===== config.mk =====
export PLATFORM = sky130hd
export DESIGN_NAME = fdd_spindle_supervisor
export DESIGN_NICKNAME = d
export VERILOG_FILES = /design/src/rtl/fdd_sup_pkg.sv /design/src/rtl/fdd_tick_gen.sv /design/src/rtl/fdd_idle_timer.sv /design/src/rtl/fdd_change_detect.sv /design/src/rtl/fdd_spindle_supervisor.sv
export SDC_FILE = /design/constraint.sdc
export NUM_CORES = 1
export LEC_CHECK = 0
export BUFFER_PORTS_ARGS = -buffer_cell sky130_fd_sc_hd__buf_4
export CAP_MARGIN = 10
export CORE_AREA = 4 4 86 96
export CTS_CLUSTER_DIAMETER = 80
export DETAILED_ROUTE_END_ITERATION = 8
export DIE_AREA = 0 0 90 100
export MAX_ROUTING_LAYER = met4
export PLACE_DENSITY = 0.84
export SKIP_CTS_REPAIR_TIMING = 1
export SYNTH_ARGS = -nofsm -noshare
export SYNTH_HDL_FRONTEND = slang
export SYNTH_SLANG_ARGS = --single-unit

===== constraint.sdc =====
create_clock -name clk -period 3.78 [get_ports clk]
set_clock_uncertainty 0.1 [all_clocks]
set_input_delay 0.756 -clock clk [delete_from_list [all_inputs] [get_ports clk]]
set_output_delay 0.756 -clock clk [all_outputs]
set_load 0.01 [all_outputs]

===== src/rtl/fdd_sup_pkg.sv =====
package fdd_sup_pkg;

    typedef enum logic [1:0] {
        STYLE_FORCED = 2'd0,
        STYLE_PASS   = 2'd1,
        STYLE_HEAD   = 2'd2
    } sup_style_e;

    typedef struct packed {
        logic spin;
        logic head;
    } spindle_t;

    function automatic sup_style_e decode_style(input logic a, input logic b);
        if (a && b)
            return STYLE_FORCED;
        else if (a)
            return STYLE_PASS;
        else
            return STYLE_HEAD;
    endfunction

    function automatic logic style_watches_media(input sup_style_e s);
        return s != STYLE_FORCED;
    endfunction

    function automatic spindle_t spindle_drive(input sup_style_e s, input logic busy);
        spindle_t r;
        r.spin = (s == STYLE_HEAD) ? 1'b1 : busy;
        r.head = busy;
        return r;
    endfunction

endpackage


===== src/rtl/fdd_tick_gen.sv =====
module fdd_tick_gen #(
    parameter int DIV = 1000
) (
    input  logic clk,
    input  logic rst,
    output logic tick
);
    localparam int W = (DIV > 1) ? $clog2(DIV) : 1;
    localparam logic [W-1:0] LAST = W'(DIV - 1);

    logic [W-1:0] cnt;

    assign tick = (cnt == LAST);

    always_ff @(posedge clk) begin
        if (rst)
            cnt <= '0;
        else if (tick)
            cnt <= '0;
        else
            cnt <= cnt + 1'b1;
    end
endmodule


===== src/rtl/fdd_idle_timer.sv =====
module fdd_idle_timer #(
    parameter int CNT_W = 12
) (
    input  logic             clk,
    input  logic             rst,
    input  logic             tick,
    input  logic             load,
    input  logic [CNT_W-1:0] load_val,
    output logic             busy
);
    logic [CNT_W-1:0] remain;

    assign busy = (remain != '0);

    always_ff @(posedge clk) begin
        if (rst)
            remain <= '0;
        else if (load)
            remain <= load_val;
        else if (tick && busy)
            remain <= remain - 1'b1;
    end
endmodule


===== src/rtl/fdd_change_detect.sv =====
module fdd_change_detect (
    input  logic clk,
    input  logic rst,
    input  logic sample,
    input  logic rdy,
    input  logic enable,
    input  logic ack,
    output logic change,
    output logic req
);
    logic last_rdy;

    assign change = sample && enable && !last_rdy && rdy;

    always_ff @(posedge clk) begin
        if (rst) begin
            last_rdy <= 1'b1;
            req      <= 1'b0;
        end else begin
            if (sample)
                last_rdy <= rdy;
            if (change)
                req <= 1'b1;
            else if (ack)
                req <= 1'b0;
        end
    end
endmodule


===== src/rtl/fdd_spindle_supervisor.sv =====
module fdd_spindle_supervisor
    import fdd_sup_pkg::*;
#(
    parameter int NUM_DRIVES  = 4,
    parameter int TICK_DIV    = 100000,
    parameter int SAMPLE_DIV  = 1000000,
    parameter int MOTOR_TICKS = 4000,
    parameter int HEAD_TICKS  = 3000,
    localparam int SEL_W      = (NUM_DRIVES > 1) ? $clog2(NUM_DRIVES) : 1
) (
    input  logic                  clk,
    input  logic                  rst,
    input  logic                  cfg_a,
    input  logic                  cfg_b,
    input  logic [SEL_W-1:0]      drv_sel,
    input  logic                  act_stb,
    input  logic [NUM_DRIVES-1:0] drv_rdy,
    input  logic [NUM_DRIVES-1:0] recal_ack,
    input  logic                  irq_clr,
    output logic [NUM_DRIVES-1:0] motor_on,
    output logic [NUM_DRIVES-1:0] head_load,
    output logic                  ctl_rdy,
    output logic [NUM_DRIVES-1:0] recal_req,
    output logic                  irq
);
    localparam int MAX_TICKS = (MOTOR_TICKS > HEAD_TICKS) ? MOTOR_TICKS : HEAD_TICKS;
    localparam int CNT_W     = $clog2(MAX_TICKS + 1);

    sup_style_e             style;
    logic                   idle_tick;
    logic                   samp_tick;
    logic [CNT_W-1:0]       reload;
    logic [NUM_DRIVES-1:0]  busy;
    logic [NUM_DRIVES-1:0]  change;
    logic                   sel_ok;

    assign style  = decode_style(cfg_a, cfg_b);
    assign reload = (style == STYLE_HEAD) ? CNT_W'(HEAD_TICKS) : CNT_W'(MOTOR_TICKS);
    assign sel_ok = int'(drv_sel) < NUM_DRIVES;

    always_comb begin
        if (style == STYLE_FORCED)
            ctl_rdy = 1'b1;
        else
            ctl_rdy = sel_ok ? drv_rdy[drv_sel] : 1'b0;
    end

    fdd_tick_gen #(.DIV(TICK_DIV)) u_idle_tick (
        .clk  (clk),
        .rst  (rst),
        .tick (idle_tick)
    );

    fdd_tick_gen #(.DIV(SAMPLE_DIV)) u_samp_tick (
        .clk  (clk),
        .rst  (rst),
        .tick (samp_tick)
    );

    for (genvar i = 0; i < NUM_DRIVES; i++) begin : g_drive
        spindle_t outs;

        fdd_idle_timer #(.CNT_W(CNT_W)) u_timer (
            .clk      (clk),
            .rst      (rst),
            .tick     (idle_tick),
            .load     (act_stb && sel_ok && (int'(drv_sel) == i)),
            .load_val (reload),
            .busy     (busy[i])
        );

        fdd_change_detect u_detect (
            .clk    (clk),
            .rst    (rst),
            .sample (samp_tick),
            .rdy    (drv_rdy[i]),
            .enable (style_watches_media(style)),
            .ack    (recal_ack[i]),
            .change (change[i]),
            .req    (recal_req[i])
        );

        assign outs         = spindle_drive(style, busy[i]);
        assign motor_on[i]  = outs.spin;
        assign head_load[i] = outs.head;
    end

    always_ff @(posedge clk) begin
        if (rst)
            irq <= 1'b0;
        else if (|change)
            irq <= 1'b1;
        else if (irq_clr)
            irq <= 1'b0;
    end
endmodule


==> out/qor.yml <==
yosys:
  synth_ff_type: "dfxtp_1"
  synthMuxAreaShare_pct: 0.489
  async_flop_share_pct: 0
  ys_seq_area_share_pct: 40.8
  avgSynthCellArea_sq_um: 8.56
  synth-compound-area-share_pct: 7.63
  yosys.area_share.xor_xnor_pct: 13.3
  syn_nets: 564
  synthSimpleGateAreaFrac_pct: 29.8
  synth_top_family_by_area: "simple AND/OR/NAND/NOR gates"
  syn-cell-area_sq_um: 4610
  synthAdderAreaFrac_pct: 2.72
  synth_edf_count: 0
  synth.distinct_cells: 45
  synthCells: 538
  ys_warn_count: 0
  ys_ff_latch: 94
timing:
  tns_ns: 0
  min_period_ns: 3.09
  period_share_pct: 81.6
  timing_hold_violations_final: 0
  relSlewSlack_pct: 37.6
  setup_violations: 0
  fmax_mhz: 324
  max_slew.worst_pin.slew_ns: 0.927
  slew_viol_final: 0
  rsz0062_at_grt: "false"
flow_run:
  cap_violations: 0
finish:
  diodes: 0
  layout-drive-gt1-share_pct: 10.2
  final_common_cell: "dfxtp_1"
  final_area_sq_um: 4990
  fin_nets: 574
  final_cell_mix: "94 x dfxtp_1, 64 x nor2_1, 50 x xor2_1, 39 x nand3_1, 35 x a21oi_1"
  syn2layout_area_growth_pct: 8.23
pwr:
  peakVddDrop_v: 0.000232
  power_density_nw_per_um2: 391
  p_leak_uw: 0.00176
grt:
  grt_usage_pct: 22.2
  grt_pass1_vias: 3723
  grt_pass1_wl_um: 16000
  overflow: 0
  antenna_found_initial: 0
  grt_max_degree: 47
critical_path:
  critPathKind: "register to primary output"
  critPathArrivalTime_ns: 2.23
  cp-end-kind: "primary output"
  crit_path_max_fanout: 11
  cp-startpoint: "g_drive[2].u_timer.remain[4]"
  crit-reg2reg-launch: "u_idle_tick.cnt[0]"
  start_kind: "register"
  required_ns: 2.92
clock_network:
  clk_latency_ns: 0.36
  cts.sinks: 94
  clockBufferDepth: 2
  htree_num_levels: 3
  cts_buffers: 9
  cts_tree: "done"
  root_buffer: "clkbuf_8"
  cts.clk_slew.worst_paths_ns: 0.08
hold_path:
  hold_path_startpoint: "g_drive[3].u_detect.req"
  hold_class: "register to register"
drt:
  postRouteAntennaNets: 0
  via_count: 3703
  via_per_inst: 5.80
  drt_iter0_drc: 215
  wirelength_um: 9340
  dr.pass1.iters: 4
  routedWlPerCell_um: 14.6
  drc: 0
die:
  core.rowCount: 33
  core-area_sq_um: 7310
  die_y_um: 100
  die-area_sq_um: 9000
  start_util_pct: 63.0
  die_width_um: 90
  io_pins: 30
place:
  io_buffers: 29
  dp_hpwl_um: 6540
  gp_congestion: 0.816
  placed_cell_area_sq_um: 4780
run_status:
  status: "finished clean"
## area by class of cell
cell class                 instances  area (sq um)
multi-input combinational        393          2480
fill                             574          2320
sequential                        94          1880
timing repair buffer              30           225
clock buffer                      10           138
tap                               87           109
inverter                          20          75.1
clock inverter                     4          72.6
## per-stage QoR
stage | cells | util, % | total power [uW] | hold WS (ns) | setup WS (ns)
finish | 638 | 68.2 | 1950 | 0.374 | 0.694
global route | 638 | 68.2 | 2030 | 0.403 | 0.391
CTS | 638 | 68.2 | 1960 | 0.379 | 0.739
detailed placement | 624 | 65.3 | 1250 | 0.358 | 1.11
global placement | 624 | 65.3 | 1250 | 0.342 | 1.25
floorplan | 538 | - | 1200 | 0.330 | 1.52
## worst max-delay path, stage by stage (launching register included)
cell and delay, ns:
dfxtp_1 0.35, nor4_1 0.71, nand3_1 0.51, buf_4 0.31
## where the power goes
part,leakage (uW),internal [uW],switching (uW)
clock,0.000104,382,335
sequential,0.000763,1010,24.4
combinational,0.000891,79.3,115
## state kept, by name, indices dropped and copies added, names as in the netlist
name / count
g_drive.u_detect.req: 4
u_samp_tick.cnt: 20
u_idle_tick.cnt: 17
g_drive.u_detect.last_rdy: 4
irq: 1
g_drive.u_timer.remain: 48
## synthesized netlist by cell type, types with 7 or more instances
library cell	instances	area share, %
inv_1	20	1.6
nand2_1	28	2.3
or4_1	7	1.1
or3_1	7	0.95
a21oi_1	35	3.8
clkbuf_1	14	1.1
dfxtp_1	94	41
nor2b_1	7	0.95
nor2_1	64	5.2
nor4_1	9	1.2
nand2b_1	10	1.4
ha_1	10	2.7
nand3_1	39	4.2
xor2_1	50	9.5
xnor2_1	20	3.8
buf_4	11	1.8
nor3_1	18	2.0
nand4_1	19	2.6
## per-layer routing
metal / part of all wire (%) / up-vias / track usage [%]
met1: 44 / 1746 / 24.3
met5: 0 / - / -
li1: - / 1876 / -
met4: 1.0 / 0 / 8.95
met3: 4.2 / 8 / 4.12
met2: 51 / 73 / 39.8
## final timing paths
path	depth (start not counted)	endpoint	slack, ns
worst min register to register	2	g_drive[3].u_detect.req	0.37
worst max register to register	6	g_drive[2].u_timer.remain[9]	1.07
worst max-delay path	3	head_load[2]	0.69
worst min-delay path	2	g_drive[3].u_detect.req	0.37
## logic make-up (layout without fill, tap and decap cells)
| family | Yosys count | count (layout) |
|---|---|---|
| simple gates | 252 | 252 |
| flops | 94 | 94 |
| xor+xnor | 70 | 70 |
| compound gates | 60 | 60 |
| buf+inv | 51 | 64 |
| fa+ha+maj | 10 | 10 |
| mux | 1 | 1 |
Power figures use the tool's default switching activity.
